File: config.mk
export PLATFORM = sky130hd
export DESIGN_NAME = sport_edge_port
export DESIGN_NICKNAME = d
export VERILOG_FILES = /design/src/rtl/sport_pkg.sv /design/src/rtl/sport_pin_sync.sv /design/src/rtl/sport_rx.sv /design/src/rtl/sport_tx.sv /design/src/rtl/sport_edge_port.sv
export SDC_FILE = /design/constraint.sdc
export NUM_CORES = 1
export LEC_CHECK = 0
export ABC_AREA = 1
export BUFFER_PORTS_ARGS = -buffer_cell sky130_fd_sc_hd__buf_2
export CORE_MARGIN = 2
export CORE_UTILIZATION = 50
export DETAILED_ROUTE_END_ITERATION = 6
export HOLD_SLACK_MARGIN = 0.12
export PLACE_DENSITY = 0.71
export SYNTH_ARGS = -nofsm -noshare
export SYNTH_HDL_FRONTEND = slang
export SYNTH_SLANG_ARGS = --single-unit
File: constraint.sdc
create_clock -name clk -period 2.79 [get_ports clk]
set_input_delay 0.558 -clock clk [delete_from_list [all_inputs] [get_ports clk]]
set_output_delay 0.558 -clock clk [all_outputs]
set_load 0.02 [all_outputs]
File: src/rtl/sport_pkg.sv
`timescale 1ns/1ps
package sport_pkg;

    localparam int unsigned MAX_WORD = 32;
    localparam int unsigned MIN_WORD = 4;

    // synchronized pin bundle
    typedef struct packed {
        logic rx_sd;
        logic tx_fs;
        logic rx_fs;
        logic sclk;
    } pins_t;

    // 1 = act on rising serial clock edge, 0 = falling
    typedef struct packed {
        logic rx_data;
        logic rx_sync;
        logic tx_data;
        logic tx_sync;
    } edge_sel_t;

    function automatic edge_sel_t decode_pol(input logic [1:0] code);
        edge_sel_t e;
        e.rx_data = code[1];
        e.rx_sync = code[0];
        e.tx_data = ~code[1];
        e.tx_sync = ~code[0];
        return e;
    endfunction

    function automatic logic pick_edge(input logic use_rise, input logic rise, input logic fall);
        return use_rise ? rise : fall;
    endfunction

    function automatic int unsigned clamp_len(input int unsigned req, input int unsigned max_bits);
        if (req < MIN_WORD) return MIN_WORD;
        if (req > max_bits) return max_bits;
        return req;
    endfunction

endpackage

File: src/rtl/sport_pin_sync.sv
`timescale 1ns/1ps
module sport_pin_sync #(
    parameter int unsigned WIDTH  = 4,
    parameter int unsigned STAGES = 2
) (
    input  logic             clk,
    input  logic             rst,
    input  logic [WIDTH-1:0] pins,
    output logic [WIDTH-1:0] cur,
    output logic [WIDTH-1:0] prev
);
    // pipe[0] is the first flop; pipe[STAGES] is the extra history stage
    logic [STAGES:0][WIDTH-1:0] pipe;

    always_ff @(posedge clk) begin
        if (rst) pipe <= '0;
        else     pipe <= {pipe[STAGES-1:0], pins};
    end

    assign cur  = pipe[STAGES-1];
    assign prev = pipe[STAGES];
endmodule

File: src/rtl/sport_rx.sv
`timescale 1ns/1ps
module sport_rx #(
    parameter int unsigned MAX_BITS = 32
) (
    input  logic                           clk,
    input  logic                           rst,
    input  logic                           en,
    input  logic [$clog2(MAX_BITS+1)-1:0]  len,
    input  logic                           data_edge,
    input  logic                           sync_edge,
    input  logic                           fs_lvl,
    input  logic                           sd_lvl,
    input  logic                           ready,
    input  logic                           ovf_clr,
    output logic [MAX_BITS-1:0]            data,
    output logic                           valid,
    output logic                           ovf
);
    localparam int unsigned LW = $clog2(MAX_BITS+1);

    logic                pending;
    logic [LW-1:0]       left;
    logic [MAX_BITS-1:0] sh;
    logic [MAX_BITS-1:0] word_c;
    logic                done;
    logic                drop;

    assign word_c = {sh[MAX_BITS-2:0], sd_lvl};
    assign done   = en && data_edge && !pending && (left == LW'(1));
    assign drop   = done && valid && !ready;

    always_ff @(posedge clk) begin
        if (rst) begin
            pending <= 1'b0;
            left    <= '0;
            sh      <= '0;
        end else if (!en) begin
            pending <= 1'b0;
            left    <= '0;
            sh      <= '0;
        end else begin
            if (data_edge) begin
                if (pending) begin
                    sh      <= {{(MAX_BITS-1){1'b0}}, sd_lvl};
                    left    <= len - LW'(1);
                    pending <= 1'b0;
                end else if (left != '0) begin
                    sh   <= word_c;
                    left <= left - LW'(1);
                end
            end
            if (sync_edge && fs_lvl) pending <= 1'b1;
        end
    end

    always_ff @(posedge clk) begin
        if (rst) begin
            data  <= '0;
            valid <= 1'b0;
            ovf   <= 1'b0;
        end else begin
            if (valid && ready) valid <= 1'b0;
            if (done && (!valid || ready)) begin
                data  <= word_c;
                valid <= 1'b1;
            end
            if (drop)         ovf <= 1'b1;
            else if (ovf_clr) ovf <= 1'b0;
        end
    end
endmodule

File: src/rtl/sport_tx.sv
`timescale 1ns/1ps
module sport_tx #(
    parameter int unsigned MAX_BITS = 32
) (
    input  logic                           clk,
    input  logic                           rst,
    input  logic                           en,
    input  logic [$clog2(MAX_BITS+1)-1:0]  len,
    input  logic                           data_edge,
    input  logic                           sync_edge,
    input  logic                           fs_lvl,
    input  logic [MAX_BITS-1:0]            wdata,
    input  logic                           wvalid,
    output logic                           wready,
    input  logic                           udf_clr,
    output logic                           sd,
    output logic                           udf
);
    localparam int unsigned LW = $clog2(MAX_BITS+1);
    localparam int unsigned IW = $clog2(MAX_BITS);

    logic [MAX_BITS-1:0] hold;
    logic                hold_full;
    logic                pending;
    logic [LW-1:0]       left;
    logic [MAX_BITS-1:0] sh;
    logic                start;
    logic                starve;

    assign wready = !hold_full;
    assign start  = en && sync_edge && fs_lvl;
    assign starve = start && !hold_full;

    always_ff @(posedge clk) begin
        if (rst) begin
            hold      <= '0;
            hold_full <= 1'b0;
        end else begin
            if (wvalid && !hold_full) begin
                hold      <= wdata;
                hold_full <= 1'b1;
            end
            if (start && hold_full) hold_full <= 1'b0;
        end
    end

    always_ff @(posedge clk) begin
        if (rst || !en) begin
            pending <= 1'b0;
            left    <= '0;
            sh      <= '0;
            sd      <= 1'b0;
        end else begin
            if (data_edge) begin
                if (pending) begin
                    sd      <= sh[IW'(len - LW'(1))];
                    left    <= len - LW'(1);
                    pending <= 1'b0;
                end else if (left != '0) begin
                    sd   <= sh[IW'(left - LW'(1))];
                    left <= left - LW'(1);
                end else begin
                    sd <= 1'b0;
                end
            end
            if (start) begin
                pending <= 1'b1;
                sh      <= hold_full ? hold : '0;
            end
        end
    end

    always_ff @(posedge clk) begin
        if (rst)          udf <= 1'b0;
        else if (starve)  udf <= 1'b1;
        else if (udf_clr) udf <= 1'b0;
    end
endmodule

File: src/rtl/sport_edge_port.sv
`timescale 1ns/1ps
module sport_edge_port
    import sport_pkg::*;
#(
    parameter int unsigned MAX_BITS    = sport_pkg::MAX_WORD,
    parameter int unsigned SYNC_STAGES = 2
) (
    input  logic                          clk,
    input  logic                          rst,
    input  logic                          enable,
    input  logic [1:0]                    pol,
    input  logic [$clog2(MAX_BITS+1)-1:0] word_len,
    input  logic                          sclk_in,
    input  logic                          rx_fs_in,
    input  logic                          rx_sd_in,
    input  logic                          tx_fs_in,
    output logic [MAX_BITS-1:0]           rx_data,
    output logic                          rx_valid,
    input  logic                          rx_ready,
    input  logic [MAX_BITS-1:0]           tx_data,
    input  logic                          tx_valid,
    output logic                          tx_ready,
    output logic                          tx_sd,
    output logic                          rx_overflow,
    input  logic                          rx_overflow_clr,
    output logic                          tx_underflow,
    input  logic                          tx_underflow_clr
);
    localparam int unsigned LW = $clog2(MAX_BITS+1);

    pins_t     raw, cur, prev;
    edge_sel_t sel;
    logic      sclk_rise, sclk_fall;
    logic      rx_dedge, rx_sedge, tx_dedge, tx_sedge;
    logic [LW-1:0] len_c;

    assign raw = '{rx_sd: rx_sd_in, tx_fs: tx_fs_in, rx_fs: rx_fs_in, sclk: sclk_in};

    sport_pin_sync #(.WIDTH($bits(pins_t)), .STAGES(SYNC_STAGES)) u_sync (
        .clk (clk),
        .rst (rst),
        .pins(raw),
        .cur (cur),
        .prev(prev)
    );

    assign sclk_rise = cur.sclk & ~prev.sclk;
    assign sclk_fall = ~cur.sclk & prev.sclk;
    assign sel       = decode_pol(pol);
    assign rx_dedge  = pick_edge(sel.rx_data, sclk_rise, sclk_fall);
    assign rx_sedge  = pick_edge(sel.rx_sync, sclk_rise, sclk_fall);
    assign tx_dedge  = pick_edge(sel.tx_data, sclk_rise, sclk_fall);
    assign tx_sedge  = pick_edge(sel.tx_sync, sclk_rise, sclk_fall);
    assign len_c     = LW'(clamp_len(32'(word_len), MAX_BITS));

    sport_rx #(.MAX_BITS(MAX_BITS)) u_rx (
        .clk      (clk),
        .rst      (rst),
        .en       (enable),
        .len      (len_c),
        .data_edge(rx_dedge),
        .sync_edge(rx_sedge),
        .fs_lvl   (cur.rx_fs),
        .sd_lvl   (cur.rx_sd),
        .ready    (rx_ready),
        .ovf_clr  (rx_overflow_clr),
        .data     (rx_data),
        .valid    (rx_valid),
        .ovf      (rx_overflow)
    );

    sport_tx #(.MAX_BITS(MAX_BITS)) u_tx (
        .clk      (clk),
        .rst      (rst),
        .en       (enable),
        .len      (len_c),
        .data_edge(tx_dedge),
        .sync_edge(tx_sedge),
        .fs_lvl   (cur.tx_fs),
        .wdata    (tx_data),
        .wvalid   (tx_valid),
        .wready   (tx_ready),
        .udf_clr  (tx_underflow_clr),
        .sd       (tx_sd),
        .udf      (tx_underflow)
    );
endmodule

==> flow_metrics.env <==
export IMPL_run_status="finished, final reports clean"
export IMPL_post_cts_buffers=0
export IMPL_dieArea_sq_um=14200
export IMPL_via_count=5990
export IMPL_ys_types=34
export IMPL_clockRootBuffer="clkbuf_16"
export IMPL_startpoint_type="flop"
export IMPL_cap_violations=0
export IMPL_cts_resized=0
export IMPL_ys_seq_elements=155
export IMPL_numCtsBuffers=17
export IMPL_fmax_mhz=445
export IMPL_critical_path_max_stage_delay_ns=0.53
export IMPL_slowest_stage="ha_1"
export IMPL_routed_wl_microns=15000
export IMPL_arrival_ns=2.57
export IMPL_finalHoldViolations=0
export IMPL_finalPower_mw=4.92
export IMPL_fin_ws_ns=0.545
export IMPL_maxSlewViolCount=0
export IMPL_fillers=1272
export IMPL_area_growth_syn_to_layout_pct=17.2
export IMPL_p_leak_nw=3.00
export IMPL_power_density_nw_per_um2=634
export IMPL_core_area_sq_um=13100
export IMPL_drc=0
export IMPL_final_common_cell="nand2_1"
export IMPL_fin_crit_ns=2.24
export IMPL_end_kind="flop"
export IMPL_synth_nets=970
export IMPL_clkTransAtPathRegs_ns=0.06
export IMPL_clkLatencyLatePin_ns=0.43
export IMPL_grt_pass1_wl_microns=25800
export IMPL_drt_initial_drc_count=388
export IMPL_path_class="flop to flop"
export IMPL_yosysWarnings=0
export IMPL_antenna_found_initial=0
export IMPL_grt_pass1_vias=5631
export IMPL_fin_tns_setup_ns=0
export IMPL_syn_area_sq_um=6620
export IMPL_place_congestion=0.947
export IMPL_grt_use_total=0.221
export IMPL_dp_slack_ns=0.257
export IMPL_worst_pin_slew_ns=1.17
export IMPL_cpLargestDelayFamily="simple AND/OR/NAND/NOR gates"
export IMPL_period_share=0.805
export IMPL_syn_area_per_cell_sq_um=7.23
export IMPL_rows=42
export IMPL_cts_tree="yes"
export IMPL_drive_gt1_frac=0.153
export IMPL_fin_util=0.593
export IMPL_critPathMaxFanout=10
export IMPL_yosysSeqAreaShare=0.469
export IMPL_die_w_microns=119
export IMPL_hold_class="input port to flop"
export IMPL_rsz0062_at_grt="no"
export IMPL_via_per_inst=5.14
export IMPL_routedWlPerCell_microns=12.9
export IMPL_slew_headroom=0.219
export IMPL_vdd_ir_drop_max_v=0.000372
export IMPL_ant_nets=0
export IMPL_setup_viol=0
export IMPL_grt_start_max_net_pins=78
export IMPL_place_hpwl_microns=9820
export IMPL_syn_instance_count=915
export IMPL_drtPass1Iterations=5
export IMPL_die_h_microns=119
export IMPL_clock_sinks=155
export IMPL_final_cell_mix="nand2_1 (247), a21oi_1 (163), dfxtp_1 (155)"
export IMPL_cp_required_ns=3.12
export IMPL_cts_max_level=4
export IMPL_port_buffer_count=87
export IMPL_clock_path_buffers=2
export IMPL_final_net_count=1032
export IMPL_timing_hold_ws_ns=0.333
export IMPL_fin_skew_ns=0.00650
export IMPL_start_util=0.506
export IMPL_ios=88
export IMPL_overflow=0
export IMPL_crit_chain="inv_1, ha_1, inv_1, a21oi_1, o21ai_0, nand3_1, nand3_1, nand2_1, nand2_1, nand3b_1, nand2_1, inv_1, nand3_1, nand2_1, inv_1"
export IMPL_postCtsHoldBufs=0
export IMPL_worstPathBufferInverterCount=4
export IMPL_diodes=0
==> layout make-up <==
type,instances,area [sq um],share of cell area
Multi-Input combinational cell,632,3010,0.388
Sequential cell,155,3100,0.400
Clock inverter,13,166,0.0215
Tap cell,176,220,0.0284
Inverter,70,263,0.0339
Timing Repair Buffer,101,553,0.0713
Clock buffer,19,443,0.0571
==> worst min-delay path: stages <==
cell    delay, ns
buf_2        0.07
inv_1        0.03
nor2_1       0.06
==> cell families (layout without fill, tap and decap cells) <==
logic type      count (synthesis)  after routing  share of synthesized area
simple gates                  421            421                      0.279
flops                         155            155                      0.469
xor+xnor                        7              7                     0.0115
buf+inv                       128            203                     0.0766
compound gates                200            200                      0.157
fa+ha+maj                       4              4                    0.00756
==> path summary, 6_finish.rpt <==
path                        from             end  slack (ns)  cells past startpoint
hold reg to reg   u_sync.pipe[0]   u_sync.cur[0]        0.40                      2
hold / removal          rx_sd_in  u_sync.pipe[3]        0.33                      3
setup reg to reg    u_tx.left[0]         u_tx.sd        0.55                     15
setup / recovery    u_tx.left[0]         u_tx.sd        0.55                     15
==> metrics by stage <==
stage               std cells  area [sq um]
finish                   1166          7760
global route             1166          7760
CTS                      1166          7760
detailed placement       1134          7150
global placement         1134          7150
floorplan                 915          6620
==> where the power goes <==
part           internal (mW)  leakage [nW]  total (mW)  switching [mW]
clock network           1.44         0.295        2.36           0.922
logic                  0.101          1.45       0.288           0.187
registers               2.25          1.26        2.27          0.0185
==> sequential cells by signal (all words and copies together), names as in the netlist <==
register,flops
u_rx.pending,1
u_tx.hold_full,1
u_sync.prev,1
u_tx.sh,32
u_sync.cur,4
u_rx.valid,1
u_rx.sh,31
u_rx.data,32
u_tx.pending,1
u_tx.udf,1
u_rx.left,6
u_tx.sd,1
u_tx.hold,32
u_rx.ovf,1
u_sync.pipe,4
u_tx.left,6
==> routing by layer <==
metal	vias to the layer above	part of all wire	track usage
li1	3135	-	-
met1	2676	0.50	0.307
met2	164	0.43	0.332
met3	15	0.058	0.0680
met4	0	0.011	0.0670
met5	-	0	0
==> synthesized netlist by cell type (all sizes together) <==
cell type | number | area [sq um]
o221ai | 1 | 8.76
o21ai | 26 | 130
xor2 | 5 | 58.8
nand3 | 116 | 581
nand3b | 15 | 113
o32ai | 1 | 8.76
o211ai | 1 | 7.51
nor4 | 2 | 27.5
nand2 | 251 | 957
nand4 | 5 | 31.3
inv | 68 | 255
a211oi | 2 | 15.0
a21oi | 164 | 825
clkinv | 2 | 7.51
clkbuf | 40 | 150
ha | 4 | 50.1
a31oi | 1 | 6.26
a221oi | 4 | 35.0
xnor2 | 2 | 17.5
nor3 | 2 | 10.0
nor2 | 27 | 106
dfxtp | 155 | 3100
or2 | 3 | 18.8
buf | 18 | 93.8
(Power assumes the default switching activity.)
